$ cat config.mk
export PLATFORM = sky130hd
export DESIGN_NAME = lcd_crtc_gen
export DESIGN_NICKNAME = d
export VERILOG_FILES = /design/src/rtl/lcd_crtc_gen.sv
export SDC_FILE = /design/constraint.sdc
export NUM_CORES = 1
export LEC_CHECK = 0
export BUFFER_PORTS_ARGS = -buffer_cell sky130_fd_sc_hd__buf_2
export CORE_MARGIN = 2
export CORE_UTILIZATION = 40
export CTS_BUF_LIST = sky130_fd_sc_hd__clkbuf_4
export CTS_CLUSTER_SIZE = 20
export DETAILED_ROUTE_END_ITERATION = 7
export GPL_ROUTABILITY_DRIVEN = 0
export SYNTH_ARGS = -nofsm -noshare
export SYNTH_HDL_FRONTEND = slang
export SYNTH_SLANG_ARGS = --single-unit
$ cat constraint.sdc
create_clock -name clk -period 3.53 [get_ports clk]
set_clock_uncertainty 0.05 [all_clocks]
set_input_delay 0.353 -clock clk [delete_from_list [all_inputs] [get_ports clk]]
set_output_delay 0.353 -clock clk [all_outputs]
set_load 0.03 [all_outputs]
$ cat src/rtl/lcd_crtc_gen.sv
`timescale 1ns/1ps
module lcd_crtc_gen #(
  parameter int AW = 6,
  parameter int DW = 16
) (
  input  logic          clk,
  input  logic          rst_n,
  input  logic          reg_we,
  input  logic [AW-1:0] reg_addr,
  input  logic [31:0]   reg_wdata,
  output logic [31:0]   reg_rdata,
  input  logic          underrun_evt,
  input  logic          bus_err_evt,
  output logic          hsync_o,
  output logic          vsync_o,
  output logic          de_o,
  output logic          retrace_o,
  output logic          pix_tick_o,
  output logic [15:0]   pix_x,
  output logic [15:0]   pix_y,
  output logic          irq_o
);
  localparam logic [AW-1:0] A_CTRL = AW'(8'h00);
  localparam logic [AW-1:0] A_DEV  = AW'(8'h04);
  localparam logic [AW-1:0] A_IRQ  = AW'(8'h08);
  localparam logic [AW-1:0] A_TOT  = AW'(8'h0C);
  localparam logic [AW-1:0] A_DEND = AW'(8'h10);
  localparam logic [AW-1:0] A_RTR  = AW'(8'h14);
  localparam logic [AW-1:0] A_HS   = AW'(8'h18);
  localparam logic [AW-1:0] A_VS   = AW'(8'h1C);
  localparam logic [AW-1:0] A_DIV  = AW'(8'h20);
  localparam logic [31:0]   HS_MASK = 32'hFFFF_3FFF;

  logic eng_rst_q, out_en_q, dirq_en_q;
  logic hpol_q, vpol_q, depol_q;
  logic [31:0] tot_q, dend_q, rtr_q, hs_q, vs_q;
  logic [DW-1:0] div_q, div_cnt;
  logic [1:0] ien_q;
  logic st_fi, st_fd, st_ur, st_be;
  logic [15:0] hcnt, vcnt;

  wire running = out_en_q & ~eng_rst_q;
  wire tick    = running & (div_cnt >= div_q);
  wire h_last  = hcnt >= (tot_q[15:0] - 16'd1);
  wire v_last  = vcnt >= (tot_q[31:16] - 16'd1);
  wire fwrap   = tick & h_last & v_last;
  wire irq_wr  = reg_we && (reg_addr == A_IRQ);

  always_ff @(posedge clk) begin
    if (!rst_n) begin
      eng_rst_q <= 1'b0; out_en_q <= 1'b0; dirq_en_q <= 1'b0;
      hpol_q <= 1'b0; vpol_q <= 1'b0; depol_q <= 1'b0;
      tot_q <= '0; dend_q <= '0; rtr_q <= '0; hs_q <= '0; vs_q <= '0;
      div_q <= '0; ien_q <= '0;
    end else if (reg_we) begin
      case (reg_addr)
        A_CTRL: begin
          eng_rst_q <= reg_wdata[0];
          out_en_q  <= reg_wdata[3];
          dirq_en_q <= reg_wdata[4];
        end
        A_DEV: begin
          hpol_q  <= reg_wdata[20];
          vpol_q  <= reg_wdata[21];
          depol_q <= reg_wdata[28];
        end
        A_IRQ:  ien_q  <= reg_wdata[1:0];
        A_TOT:  tot_q  <= reg_wdata;
        A_DEND: dend_q <= reg_wdata;
        A_RTR:  rtr_q  <= reg_wdata;
        A_HS:   hs_q   <= reg_wdata & HS_MASK;
        A_VS:   vs_q   <= reg_wdata;
        A_DIV:  div_q  <= reg_wdata[DW-1:0];
        default: ;
      endcase
    end
  end

  always_ff @(posedge clk) begin
    if (!rst_n || !running) begin
      hcnt <= '0; vcnt <= '0; div_cnt <= '0;
    end else begin
      div_cnt <= tick ? '0 : div_cnt + 1'b1;
      if (tick) begin
        if (h_last) begin
          hcnt <= '0;
          vcnt <= v_last ? '0 : vcnt + 16'd1;
        end else begin
          hcnt <= hcnt + 16'd1;
        end
      end
    end
  end

  always_ff @(posedge clk) begin
    if (!rst_n) begin
      st_fi <= 1'b0; st_fd <= 1'b0; st_ur <= 1'b0; st_be <= 1'b0;
    end else begin
      st_fi <= (fwrap & ien_q[0]) | (st_fi & ~(irq_wr & reg_wdata[31]));
      st_fd <= fwrap              | (st_fd & ~(irq_wr & reg_wdata[30]));
      st_ur <= underrun_evt       | (st_ur & ~(irq_wr & reg_wdata[29]));
      st_be <= bus_err_evt        | (st_be & ~(irq_wr & reg_wdata[28]));
    end
  end

  wire de_raw  = (hcnt < dend_q[15:0]) && (vcnt < dend_q[31:16]);
  wire hs_raw  = (hcnt >= {2'b00, hs_q[13:0]}) && (hcnt < {2'b00, hs_q[29:16]});
  wire vs_raw  = (vcnt >= vs_q[15:0]) && (vcnt < vs_q[31:16]);
  wire rtr_raw = (hcnt >= rtr_q[15:0]) && (hcnt < rtr_q[31:16]);

  assign hsync_o    = ~((running & hs_raw) ^ hpol_q);
  assign vsync_o    = ~((running & vs_raw) ^ vpol_q);
  assign de_o       = (running & de_raw) ^ depol_q;
  assign retrace_o  = running & rtr_raw;
  assign pix_tick_o = tick;
  assign pix_x      = hcnt;
  assign pix_y      = vcnt;
  assign irq_o      = dirq_en_q & (st_fi | (st_ur & ien_q[1]));

  always_comb begin
    reg_rdata = '0;
    case (reg_addr)
      A_CTRL: reg_rdata = {27'd0, dirq_en_q, out_en_q, 2'b00, eng_rst_q};
      A_DEV:  reg_rdata = {3'd0, depol_q, 6'd0, vpol_q, hpol_q, 20'd0};
      A_IRQ:  reg_rdata = {st_fi, st_fd, st_ur, st_be, 26'd0, ien_q};
      A_TOT:  reg_rdata = tot_q;
      A_DEND: reg_rdata = dend_q;
      A_RTR:  reg_rdata = rtr_q;
      A_HS:   reg_rdata = hs_q;
      A_VS:   reg_rdata = vs_q;
      A_DIV:  reg_rdata = 32'(div_q);
      default: reg_rdata = '0;
    endcase
  end

  AST_IDLE_PARK: assert property (@(posedge clk) disable iff (!rst_n)
    !running |=> (pix_x == 16'd0) && (pix_y == 16'd0));
  AST_X_STEP: assert property (@(posedge clk) disable iff (!rst_n)
    (tick && !h_last) |=> pix_x == 16'($past(pix_x) + 16'd1));
  AST_TICK_HOLD: assert property (@(posedge clk) disable iff (!rst_n)
    (running && !tick) |=> $stable(pix_x) && $stable(pix_y));
  AST_FRAME_SET: assert property (@(posedge clk) disable iff (!rst_n)
    fwrap |=> reg_rdata[30] || (reg_addr != A_IRQ) || st_fd);
  AST_UR_CLEAR: assert property (@(posedge clk) disable iff (!rst_n)
    (irq_wr && reg_wdata[29] && !underrun_evt) |=> !st_ur);
endmodule

==> results of run 1 <==
cells in the mapped netlist, drive strengths merged (20+ instances only):
library cell	n	share of area, %
clkbuf	66	1.7
nor2	82	2.1
xnor2	39	2.3
nand4	29	1.2
inv	145	3.7
a21o	37	1.9
nor4	20	1.0
dfxtp	234	32
a21oi	54	1.8
nand3	55	1.9
o21ai	36	1.2
a22oi	63	3.2
ha	172	15
nor3	25	0.89
buf	23	0.84
a21boi	184	9.4
nand2	426	11
state kept, by name, summed over array words and instances (netlist names), 2 cells and up:
signal and cells:
dend_q 32, div_cnt 16, div_q 16, hs_q 30, ien_q 2, pix_x 16
pix_y 16, rtr_q 32, tot_q 32, vs_q 32
logic make-up after synthesis:
kind of cell,after synthesis,synth area share (%)
multiplexers,9,0.666
adder cells (fa/ha/maj),172,14.7
AO/OA/AOI/OAI,437,21.6
buffers and inverters,234,6.25
XOR/XNOR,56,3.35
flip-flops,234,32.0
AND/OR/NAND/NOR,710,21.5
metal layers:
metal	track usage [%]	routed length [um]
met2	45.3	24500
met5	0	0
met4	9.70	1590
met3	5.65	4060
met1	36.6	23300
cell type report:
type,instances,area (sq um),share of cell area (%)
Timing Repair Buffer,257,1800,10.1
Sequential cell,234,4720,26.4
Inverter,145,549,3.08
Multi-Input combinational cell,1384,9380,52.6
Clock inverter,15,86.3,0.484
Clock buffer,94,706,3.96
Tap cell,468,586,3.28
Antenna cell,3,7.51,0.0421
critical path: stages, from the launching register on:
cell,delay [ns]
dfxtp_1,0.36
buf_4,0.21
ha_1,0.31
nand4_1,0.12
nor3_2,0.22
o21ai_2,0.09
o2bb2ai_2,0.13
nor4b_2,0.38
buf_4,0.20
xnor2_2,0.12
buf_6,0.16
worst max path at each step:
| stage | startpoint | to | slack, ns | depth (start not counted) |
|---|---|---|---|---|
| 2_1_floorplan | tot_q[0]$_SDFFE_PN0P_ | pix_y[6]$_SDFFE_PP0N_ | 0.06 | 15 |
| 3_3_place_gp | tot_q[0]$_SDFFE_PN0P_ | pix_y[2]$_SDFFE_PP0N_ | -0.05 | 19 |
| 3_5_place_dp | tot_q[0]$_SDFFE_PN0P_ | pix_y[14]$_SDFFE_PP0N_ | -0.15 | 16 |
| 4_1_cts | pix_y[2]$_SDFFE_PP0N_ | vsync_o | -0.01 | 8 |
| 5_1_grt | tot_q[1]$_SDFFE_PN0P_ | pix_y[8]$_SDFFE_PP0N_ | -0.09 | 18 |
| 6_report | pix_y[14]$_SDFFE_PP0N_ | vsync_o | 0.06 | 10 |
cells in the final DEF, fill, tap and decap left out, types with 16 or more instances in the layout:
cell,n
buf_2,107
dfxtp_1,217
nand2_1,422
a21o_1,36
nor2_1,80
inv_1,141
dlygate4sd3_1,38
xor2_1,16
a222oi_1,18
o21ai_0,22
xnor2_1,37
clkbuf_4,94
a21oi_1,49
buf_4,103
nand3_1,55
nor3_1,20
nand4_1,29
ha_1,169
a21boi_0,177
a22oi_1,63
stage by stage:
step	instances	setup WS, ns
floorplan	1852	0.0557
global placement	2442	-0.0453
detailed placement	2442	-0.149
CTS	2595	-0.0119
global route	2600	-0.0910
finish	2600	0.0571
power by group through the flow:
stage               Combinational, uW  Sequential, uW  Clock (uW)
detailed placement                244            2720           0
floorplan                         130            2720           0
global placement                  241            2720           0
finish                            293            2660        2530
global route                      313            2660        2720
CTS                               281            2660        2580
what timing repair did:
action | CTS | global route
pin swaps | 5 | 23
setup endpoints to repair | 37 | 38
endpoints found under the hold margin | 186 | 0
buffers inserted | 6 | 3
hold buffers | 38 | 0
gates resized for setup | 30 | 71
==> reports/metrics.cfg, run 1 <==
[logic_synthesis]
synth-edff-count = 0
ys.flop_type = dfxtp_1
syn_inst = 1852
syn_area_per_cell_sq_um = 7.92
syn_nets = 2067
async_flop_share_pct = 0
ys_types = 64
seq_area_frac_synth_pct = 32.0
ys.warnings.count = 0
ys_ff_latch = 234
syn_area_sq_mm = 0.0147

[power]
total_power_uw = 5480
p_leak_uw = 0.00717
ir_drop_v = 0.000177
p_seq_share_pct = 48.5
clock_power_share_pct = 46.1
switching_share_pct = 25.9
power_density_mw_per_mm2 = 307
p_sw_uw = 1420
internal-power_uw = 4060
combPwrFrac_pct = 5.3

[routing]
ant_nets = 0
wire_per_inst_um = 20.6
vias = 14528
drt-pass1-iter-count = 7
drc_errors = 0
drt_iter0_drc = 1300
wl_um = 53500
avgViaCountPerCell = 5.59

[timing]
worst_pin_slew_ns = 1.09
hold_viol = 0
setup_tns_ns = 0
hold-worst-slack_ns = 0.0778
max_freq_mhz = 288
maxSlewViolCount = 0
finalSetupViolations = 0
period_share_pct = 98.4
slew_headroom_pct = 26.7
period_needed_ns = 3.47

[cells_and_area]
fillers = 3564
drive_above_1_share_pct = 18.8
final_area_sq_mm = 0.0178
fin_nets = 2304
final_util_pct = 49.1
area_delta_synth_final_pct = 21.6

[clock_tree]
clk_path_buf_depth = 3
htree_levels = 3
cts_buffers = 67
path_clk_slew_ns = 0.06
cts_tree = done
clock-root-buffer = clkbuf_4
cts_sinks = 234
clkLatencyLatePin_ns = 0.77

[floorplan]
die-area_sq_mm = 0.0382
initial_core_util_pct = 40.3
num_rows = 70
top_level_ports = 113
core_sq_mm = 0.0363
die_w_um = 195
die_h_um = 195

[worst_setup_path]
crit-reg2reg-launch = tot_q[1]$_SDFFE_PN0P_
path_class = reg2out
critPathRequiredTime_ns = 3.13
arrival_ns = 3.07
crit_fanout = 8
r2r_slack_ns = 0.06
startpoint_type = register
ff2ff_path_depth = 18
worstSetupEndpointType = output port
r2r-end = pix_y[8]$_SDFFE_PP0N_

[placed_design]
dpl.hpwl_um = 38600
portBuffers = 112
place_area_sq_mm = 0.0162

[global_route]
gr-total-overflow = 0
grtUsageTotal_pct = 27.8
grt_pass1_wl_um = 82200
antenna_found_initial = 2
grt_pass1_vias = 14317
grt_max_degree = 98

[worst_hold_path]
hold-path-endpoint = eng_rst_q$_SDFFE_PN0P_
holdCritPathClass = in2reg
worstHoldStart = reg_we
holdPathStages = 3

[job]
cap_violations = 0

[run_status]
outcome = completed

Power figures use the tool's default switching activity.
==> run 2: changes to the inputs <==
- MAX_ROUTING_LAYER: unset -> met4
- SETUP_SLACK_MARGIN: unset -> 0.3
==> run 2 against run 1 <==
Sequential power about the same. Worst setup slack better by 0.062 ns. Clock power about the same. Flip-flop and latch count unchanged. Largest cell class unchanged.
==> reports/metrics.cfg, run 2 (same netlist as run 1, synthesis figures left out) <==
[clock_tree]
cts_tree = done
clk_path_buf_depth = 3  ; unchanged
htree_levels = 3  ; unchanged
path_clk_slew_ns = 0.07  ; about the same
cts_buffers = 70  ; +4.5%
clkLatencyLatePin_ns = 0.75  ; -0.02 ns
clock-root-buffer = clkbuf_4
cts_sinks = 234  ; unchanged

[power]
ir_drop_v = 0.000158  ; -10%
p_leak_uw = 0.00740  ; +3.1%
total_power_uw = 5440  ; -0.67%
power_density_mw_per_mm2 = 293  ; -4.8%

[worst_setup_path]
crit_path_frequent_cell = a21o_1
startpoint_type = register
path_class = reg2reg
path_cells = nor3_4, nand2b_1, nor2b_1, nand2_1, or2_4, nor4_4, xnor2_1, ha_1, a21o_1, a21o_1, a221oi_2, a21boi_4, a211oi_4, buf_4, buf_12, buf_6, a32o_1
worstSetupEndpointType = register
crit_fanout = 6  ; -2
arrival_ns = 4.01  ; +0.94 ns
cp_num_buf_inv = 3  ; unchanged
critical-path-top-delay-family = compound AO/OA/AOI/OAI gates
critPathRequiredTime_ns = 4.13  ; +1.00 ns
critPathMaxStageDelay_ns = 0.34  ; -0.04 ns
slowest_stage = dfxtp_2

[cells_and_area]
drive_above_1_share_pct = 23.4  ; +4.6 points
multi_input_area_sq_mm = 0.00987  ; +5.2%
fillers = 3466  ; -2.7%
stdcell_count = 2612  ; +0.46%
mostFrequentLayoutCells = nand2_1 (421), dfxtp_1 (187), a21boi_0 (176)
final-seq-area_sq_mm = 0.00479  ; +1.6%
final_util_pct = 51.2  ; +2.1 points
fin_nets = 2319  ; +0.65%
area_delta_synth_final_pct = 26.9
final_common_cell = nand2_1

[global_route]
grt_use_met3_pct = 6.22  ; +0.57 points
grt_max_degree = 86  ; -12%
busiest_layer = met2
grtUsageMet1_pct = 37.2  ; +0.68 points
grtUsageTotal_pct = 29.1  ; +1.3 points
antenna_found_initial = 2  ; unchanged
grt_pass1_vias = 14127  ; -1.3%
gr-total-overflow = 0  ; unchanged
grt_pass1_wl_um = 83000  ; +0.89%
use_met2_pct = 44.3  ; -1.0 points

[routing]
vias = 14767  ; +1.6%
avgViaCountPerCell = 5.65  ; +1.2%
wire_per_inst_um = 20.8  ; +1.3%
ant_nets = 0  ; unchanged
drt_iter0_drc = 1488  ; +14%
drt-pass1-iter-count = 7  ; unchanged
wl_um = 54500  ; +1.8%
drc_errors = 0  ; unchanged

[floorplan]
core_sq_mm = 0.0363  ; unchanged
die-area_sq_mm = 0.0382  ; unchanged
num_rows = 70  ; unchanged
die_h_um = 195  ; unchanged
top_level_ports = 113  ; unchanged
die_w_um = 195  ; unchanged
initial_core_util_pct = 40.3  ; unchanged

[timing]
setup_tns_ns = 0  ; unchanged
max_freq_mhz = 293  ; +1.8%
hold-worst-slack_ns = 0.0869  ; +0.00915 ns
grt_setup_unrepaired = true
period_needed_ns = 3.41  ; -0.0617 ns
slew_headroom_pct = 39.4  ; +13 points
worst_pin_slew_ns = 0.909  ; -0.182 ns
period_share_pct = 96.6  ; -1.7 points
finalSetupViolations = 0  ; unchanged
hold_viol = 0  ; unchanged
maxSlewViolCount = 0  ; unchanged

[placed_design]
dpl.hpwl_um = 38100  ; -1.4%
portBuffers = 112  ; unchanged
dp_cells = 2423  ; -0.78%

[worst_hold_path]
holdCritPathClass = in2reg

[job]
cap_violations = 0  ; unchanged

[run_status]
outcome = completed

run 2: final cells by class:
type	instances	share of cell area (%)
multi-input cells	1385	53.1
diodes	2	0.0269
repair buffers	268	10.8
clock buffers	98	3.96
well taps	468	3.15
clock inverters	12	0.242
inverters	145	2.99
flip-flops and latches	234	25.8
run 2: worst paths after layout:
check	startpoint	endpoint	slack, ns	cells past startpoint
max	tot_q[0]$_SDFFE_PN0P_	pix_y[7]$_SDFFE_PP0N_	0.12	17
min	reg_addr[5]	eng_rst_q$_SDFFE_PN0P_	0.09	4
max reg2reg	tot_q[0]$_SDFFE_PN0P_	pix_y[7]$_SDFFE_PP0N_	0.12	17
min reg2reg	div_cnt[0]$_SDFF_PP0_	div_cnt[0]$_SDFF_PP0_	0.40	1
run 2: what timing repair did:
item	in CTS	in global routing
setup buffers	29	9
gates cloned	2	0
endpoints found under the hold margin	186	0
pin swaps	65	33
setup endpoints to repair	38	39
resized for setup	166	63
hold buffers	37	0
run 2: power by group:
group | switching [uW] | internal (uW)
combinational | 166 | 126
sequential | 10.4 | 2640
clock | 1250 | 1260
run 2: routing by layer:
layer / vias to the layer above / routed length, um
met4: 0 / 2100
met3: 149 / 4250
met1: 6997 / 23700
li1: 6962 / -
met5: - / 0
met2: 659 / 24400
run 2: worst reg2reg max path: stages, from the launching register on:
cell and delay [ns]:
dfxtp_2 0.34, nor3_4 0.19, nand2b_1 0.10, nor2b_1 0.17, nand2_1 0.10, or2_4 0.26, nor4_4 0.14, xnor2_1 0.15
ha_1 0.26, a21o_1 0.16, a21o_1 0.16, a221oi_2 0.23, a21boi_4 0.30, a211oi_4 0.10, buf_4 0.16, buf_12 0.13
buf_6 0.12, a32o_1 0.20
run 2: metrics by stage:
stage	setup slack, ns	instance area, sq um
floorplan	0.299	14700
global placement	-0.182	16100
detailed placement	-0.283	16100
CTS	0.0856	18300
global route	-0.0424	18600
finish	0.119	18600
